File: config.mk
export PLATFORM = sky130hd
export DESIGN_NAME = segdac_enc
export DESIGN_NICKNAME = d
export VERILOG_FILES = /design/src/rtl/segdac_pkg.sv /design/src/rtl/segdac_therm_dec.sv /design/src/rtl/segdac_out_reg.sv /design/src/rtl/segdac_recon.sv /design/src/rtl/segdac_enc.sv
export SDC_FILE = /design/constraint.sdc
export NUM_CORES = 1
export LEC_CHECK = 0
export BUFFER_PORTS_ARGS = -buffer_cell sky130_fd_sc_hd__buf_2
export CAP_MARGIN = 25
export CORE_MARGIN = 2
export CORE_UTILIZATION = 40
export CTS_CLUSTER_DIAMETER = 100
export DETAILED_ROUTE_END_ITERATION = 6
export PLACE_DENSITY = 0.65
export SLEW_MARGIN = 20
export SYNTH_ARGS = -nofsm -noshare
export SYNTH_HDL_FRONTEND = slang
export SYNTH_SLANG_ARGS = --single-unit
File: constraint.sdc
create_clock -name clk -period 6 [get_ports clk]
set_input_delay 0.9 -clock clk [delete_from_list [all_inputs] [get_ports clk]]
set_output_delay 0.9 -clock clk [all_outputs]
set_load 0.05 [all_outputs]
File: src/rtl/segdac_pkg.sv
package segdac_pkg;

    localparam int DEF_UPPER_W = 4;
    localparam int DEF_LOWER_W = 4;

    // number of identical unit cells for an upper field of the given width
    function automatic int unit_cells(input int upper_w);
        return (1 << upper_w) - 1;
    endfunction

    // total switch-control lines leaving the block
    function automatic int ctrl_lines(input int upper_w, input int lower_w);
        return unit_cells(upper_w) + lower_w;
    endfunction

endpackage

File: src/rtl/segdac_therm_dec.sv
module segdac_therm_dec #(
    parameter int UPPER_W = segdac_pkg::DEF_UPPER_W,
    localparam int UNIT_N = segdac_pkg::unit_cells(UPPER_W)
) (
    input  logic [UPPER_W-1:0] upper,
    output logic [UNIT_N-1:0]  therm
);
    // cell i switches in once the upper field exceeds its index
    for (genvar i = 0; i < UNIT_N; i++) begin : g_cell
        localparam logic [UPPER_W-1:0] IDX = UPPER_W'(i);
        assign therm[i] = (upper > IDX);
    end
endmodule

File: src/rtl/segdac_out_reg.sv
module segdac_out_reg #(
    parameter int UNIT_N  = 15,
    parameter int LOWER_W = 4
) (
    input  logic               clk,
    input  logic               rst,
    input  logic               load,
    input  logic [UNIT_N-1:0]  unit_d,
    input  logic [LOWER_W-1:0] bin_d,
    output logic [UNIT_N-1:0]  unit_q,
    output logic [LOWER_W-1:0] bin_q
);
    always_ff @(posedge clk) begin
        if (rst) begin
            unit_q <= '0;
            bin_q  <= '0;
        end else if (load) begin
            unit_q <= unit_d;
            bin_q  <= bin_d;
        end
    end

    AST_RESET_CLEAR: assert property (@(posedge clk)
        rst |=> (unit_q == '0 && bin_q == '0));

    AST_HOLD_IDLE: assert property (@(posedge clk) disable iff (rst)
        !load |=> ($stable(unit_q) && $stable(bin_q)));
endmodule

File: src/rtl/segdac_recon.sv
module segdac_recon #(
    parameter int UPPER_W = segdac_pkg::DEF_UPPER_W,
    parameter int LOWER_W = segdac_pkg::DEF_LOWER_W,
    localparam int UNIT_N = segdac_pkg::unit_cells(UPPER_W),
    localparam int CODE_W = UPPER_W + LOWER_W
) (
    input  logic [UNIT_N-1:0]  unit_q,
    input  logic [LOWER_W-1:0] bin_q,
    output logic [CODE_W-1:0]  value
);
    logic [UPPER_W-1:0] cnt;

    always_comb begin
        cnt = '0;
        for (int i = 0; i < UNIT_N; i++) begin
            cnt = cnt + UPPER_W'(unit_q[i]);
        end
    end

    // each unit cell weighs 2^LOWER_W, so the count lands in the upper field
    assign value = {cnt, bin_q};
endmodule

File: src/rtl/segdac_enc.sv
module segdac_enc #(
    parameter int UPPER_W = segdac_pkg::DEF_UPPER_W,
    parameter int LOWER_W = segdac_pkg::DEF_LOWER_W,
    localparam int UNIT_N = segdac_pkg::unit_cells(UPPER_W),
    localparam int CODE_W = UPPER_W + LOWER_W
) (
    input  logic              clk,
    input  logic              rst,
    input  logic              in_valid,
    input  logic [CODE_W-1:0] in_code,
    output logic [UNIT_N-1:0] unit_en,
    output logic [LOWER_W-1:0] bin_en,
    output logic [CODE_W-1:0] model_value
);
    logic [UPPER_W-1:0] upper_fld;
    logic [LOWER_W-1:0] lower_fld;
    logic [UNIT_N-1:0]  therm_d;

    assign upper_fld = in_code[CODE_W-1:LOWER_W];
    assign lower_fld = in_code[LOWER_W-1:0];

    segdac_therm_dec #(.UPPER_W(UPPER_W)) u_dec (
        .upper (upper_fld),
        .therm (therm_d)
    );

    segdac_out_reg #(.UNIT_N(UNIT_N), .LOWER_W(LOWER_W)) u_reg (
        .clk    (clk),
        .rst    (rst),
        .load   (in_valid),
        .unit_d (therm_d),
        .bin_d  (lower_fld),
        .unit_q (unit_en),
        .bin_q  (bin_en)
    );

    segdac_recon #(.UPPER_W(UPPER_W), .LOWER_W(LOWER_W)) u_recon (
        .unit_q (unit_en),
        .bin_q  (bin_en),
        .value  (model_value)
    );

    // a thermometer word plus one has no bit in common with itself
    logic [UNIT_N:0] shape_probe;
    assign shape_probe = (UNIT_N+1)'(unit_en) + (UNIT_N+1)'(1);

    AST_THERM_SHAPE: assert property (@(posedge clk) disable iff (rst)
        ((shape_probe & (UNIT_N+1)'(unit_en)) == '0));

    AST_LOAD_MATCH: assert property (@(posedge clk) disable iff (rst)
        in_valid |=> (model_value == $past(in_code)));

    AST_MONOTONE_ADD: assert property (@(posedge clk) disable iff (rst)
        ($countones(unit_en) > $countones($past(unit_en)))
        |-> ((unit_en & $past(unit_en)) == $past(unit_en)));

    AST_WIDTH_SUM: assert property (@(posedge clk)
        ($bits(unit_en) + $bits(bin_en)) == segdac_pkg::ctrl_lines(UPPER_W, LOWER_W));
endmodule

# Yosys cells after proc, flatten, opt, wreduce, memory -nomap -nowiden
# Cells that the tools add are included.
classes:
  addsub: 14
  order_cmp: 15
ops:
  columns: ["cell", "n"]
  rows:
  - ["$add 4x1->4", 13]
  - ["$gt 4x4->1 const B", 7]
  - ["$gt 4x3->1 const B", 4]
  - ["$gt 4x1->1 const B", 2]
  - ["$gt 4x2->1 const B", 2]
  - ["$add 1x1->2", 1]
totals:
  ff_bits: 19
  output_inout_bits: 27
  elab_cells: 31

# Longest topological paths before layout
logic_depth:
  word_depth: 14
  ltp_mapped: 13
  ltp_nobuf: 13

# Hierarchy
# A second synthesis with hierarchy kept.
hier_totals:
  hier_cells: 125
  area_unflattened_um2: 1178.6
modules_own_cells:
  columns: ["module", "instances", "cells_per_inst", "area_per_inst_um2"]
  rows:
  - ["segdac_out_reg", 1, 61, 683.2]
  - ["segdac_recon", 1, 40, 355.3]
  - ["segdac_therm_dec", 1, 24, 140.1]

# Least setup slack after synthesis
# OpenSTA, ideal clock, no wires.
synth_timing:
  path_kind: "reg-to-output"
  startpoint: "register u_reg.unit_q[1]"
  endpoint: "output port model_value[6]"
  arrival_ns: 4.264
  slack_ns: 0.836
  stages_incl_launch_ff: 11
  path_cell_list: "dfxtp_1 -> ha_1 -> inv_1 -> fa_1 -> fa_1 -> fa_1 -> fa_1 -> inv_1 -> ha_1 -> fa_1 -> xor2_1"
synth_between:
  elab_chain_cells: 14
synth_rtl:
  columns: ["item", "line", "text"]
  rows:
  - ["from (decl)", "segdac_out_reg.sv:10", "output logic [UNIT_N-1:0] unit_q,"]
  - ["from (signal assigned)", "segdac_out_reg.sv:18", "unit_q <= unit_d;"]
  - ["$add 1x1->2", "segdac_recon.sv:16", "cnt = cnt + UPPER_W'(unit_q[i]);"]
  - ["$add 4x1->4 (13 in series)", "segdac_recon.sv:16", null]
  - ["to (decl)", "segdac_enc.sv:13", "output logic [CODE_W-1:0] model_value"]
# Every way passes these cells.

# Worst setup path after layout
layout_timing:
  startpoint: "register u_reg.unit_q[0]"
  endpoint: "output port model_value[7]"
# The elaborated chain is that of the path after synthesis.

==> out/metrics.yaml <==
power_and_ir_drop:
  power_density_nw_per_um2: 322
  ir_worst_vdd_uv: 385
  cellLeakagePower_nw: 0.656
finish:
  layoutNonFillerInstCount: 184
  seqCellArea_sq_um: 380
  multi_input_area_sq_um: 612
  nets: 180
  area_growth_syn_to_layout_pct: 12.4
  final_area_sq_um: 1320
  n_fill_cell: 280
  antenna_cells: 0
  utilization_pct: 47.4
  drive_above_1_share_pct: 27.5
yosys:
  synth_cell_types: 30
  yosys.area.top_type_share_pct: 32.4
  synth.area.top_cells: "dfxtp_1 (32%), fa_1 (15%), ha_1 (6.4%)"
  ys_warn_count: 0
  synth_top_flop_cell: "dfxtp_1"
  post_synth_instance_area_sq_um: 1170
  synth_edf_count: 0
  synth_fp_nets: 151
  async_flop_share_pct: 0
  syn_avg_cell_area_sq_um: 9.38
  synth_largest_area_cell: "dfxtp_1"
  ys_ff_latch: 19
  yosysSeqAreaShare_pct: 32.4
  synth_cells: 125
sta:
  setup_violations: 0
  tightest_slew_ns: 0.530
  slew_viol_final: 0
  hold_viol_final: 0
  rsz0062_at_grt: "no"
  finClkSkew_ns: 0
  finalHoldWorstSlack_ns: 0.494
  fmax_mhz: 203
  tns_ns: 0
  final.period_utilization_pct: 82.0
  relSlewSlack_pct: 64.7
  post-route-min-period_ns: 4.92
floorplan:
  start_util_pct: 42.2
  core_sq_um: 2780
  die_h_microns: 58.1
  rows: 19
  ios: 38
  die_x_microns: 58.1
  die_area_sq_um: 3380
clock_network:
  htreeDepth: 1
  cts_buffer_depth: 2
  hold_buffers: 0
  cts_tree: "built"
  cts_resized: 0
  clk_latency_ns: 0.30
  cts_buffers: 3
  cts_setup_buffers: 0
  cts.clk_slew.worst_paths_ns: 0.11
  root_buffer: "clkbuf_4"
  clock-sinks: 19
worst_setup_path:
  arrival_ns: 4.02
  end_kind: "primary output"
  crit_fanout: 3
  crit_required_ns: 5.10
  crit_path_start_kind: "flip-flop"
  critPathSlowestCell: "fa_1"
  r2r_slack_ns: 5.21
  reg2regPathDepth: 3
  criticalPathCategory: "reg -> out"
  rr_startpoint: "u_reg.unit_q[14]"
  worstPathCellList: "ha_1, inv_1, fa_1, fa_1, fa_1, fa_1, inv_1, ha_1, a21o_1, a21oi_1, xnor2_1, buf_2"
  max_stage_delay_ns: 0.55
  r2r-end: "u_reg.unit_q[14]"
  crit_top_cell: "fa_1"
placed_design:
  placed_area_sq_um: 1290
  port_buffers: 37
  placed_cells: 180
  dpl.hpwl_mm: 1.87
  gp_congestion: 0.792
drt:
  drc_errors: 0
  antenna_left: 0
  dr_total_vias: 915
  vias_per_cell: 4.97
  routedWlPerCell_microns: 13.2
  initialDrtViolationCount: 19
  drt_wl_total_mm: 2.42
  first_pass_iters: 4
outcome:
  outcome: "finished, final reports clean"
grt:
  grt_antenna_before_repair: 0
  grt_pass1_wl_mm: 3.93
  grt_max_degree: 31
  grt_use_total_pct: 15.3
  grt-ovfl-total: 0
  grt_pass1_vias: 913
hold_path:
  hold_class: "reg -> reg"
  whs_endpoint: "u_reg.unit_q[8]"
  hold_path_depth: 2
  worstHoldStart: "u_reg.unit_q[8]"
flow_run:
  drv_cap: 0
==> synth_stat cells (2+ instances only) <==
cell type	instances
buf_4	6
dfxtp_1	19
nand2_1	2
nand4_1	2
nand2b_1	6
a211oi_1	2
buf_6	4
a311oi_1	2
o22ai_1	2
a21oi_1	8
inv_1	20
ha_1	6
buf_2	2
mux2i_1	5
nor3_1	3
nor2_1	14
fa_1	9
==> layout make-up <==
type                       count  share of cell area [%]
multi-input combinational     73                    46.4
clock buffer                   4                    1.99
inverter                      20                    5.70
tap                           31                    2.94
sequential                    19                    28.9
timing repair buffer          37                    14.1
==> power by group <==
part / internal [mW] / total (mW) / switching, mW
logic: 0.0589 / 0.219 / 0.160
clock network: 0.0259 / 0.0661 / 0.0402
registers: 0.133 / 0.139 / 0.00525
total: 0.218 / 0.424 / 0.206
==> per-layer routing <==
| layer | up-vias | track usage (%) | wire length [microns] |
|---|---|---|---|
| met4 | 0 | 6.98 | 27 |
| li1 | 457 | - | - |
| met2 | 27 | 26.3 | 1220 |
| met5 | - | 0 | 0 |
| met3 | 4 | 2.46 | 89 |
| met1 | 427 | 18.8 | 1090 |
==> critical path: cells and delay by family (launching register included) <==
family	cells	cell delay, ns
flops	1	0.34
xor+xnor	1	0.13
fa+ha+maj	6	2.50
compound gates	2	0.34
buf+inv	3	0.41
==> cell usage in the layout (no fill, tap or decap), types with 5 or more instances in the layout <==
cell type and instances:
buf_2 37, inv_1 20, dfxtp_1 19, nor2_1 14, fa_1 9, a21oi_1 8
nand2b_1 6, ha_1 6, mux2i_1 5
==> kinds of logic (layout without fill, tap and decap cells) <==
group / Yosys count / after routing / share of synthesized area [%]
adders and majority gates: 15 / 15 / 21.8
buffers and inverters: 33 / 61 / 15.4
xor gates and xnor gates: 2 / 2 / 1.49
AOI/OAI and AO/OA: 20 / 20 / 11.2
and+or+nand+nor: 30 / 30 / 12.2
muxes: 6 / 6 / 5.55
DFF: 19 / 19 / 32.4
==> how the worst max path moves through the flow <==
stage,slack (ns),start,endpoint
CTS,1.04,u_reg.unit_q[0],model_value[6]
detailed placement,1.39,u_reg.unit_q[0],model_value[7]
floorplan,0.84,u_reg.unit_q[1],model_value[6]
finish,1.08,u_reg.unit_q[0],model_value[7]
global route,0.90,u_reg.unit_q[0],model_value[7]
global placement,1.49,u_reg.unit_q[0],model_value[7]
==> through the flow <==
step / worst slack, ns / power [mW]
global route: 0.899 / 0.453
detailed placement: 1.39 / 0.366
global placement: 1.49 / 0.353
floorplan: 0.836 / 0.329
CTS: 1.04 / 0.433
finish: 1.08 / 0.424
==> sequential cells by signal, indices dropped and copies added (netlist names) <==
signal	cells
u_reg.bin_q	4
u_reg.unit_q	15
Note: power is estimated with default switching activity, not from simulation.
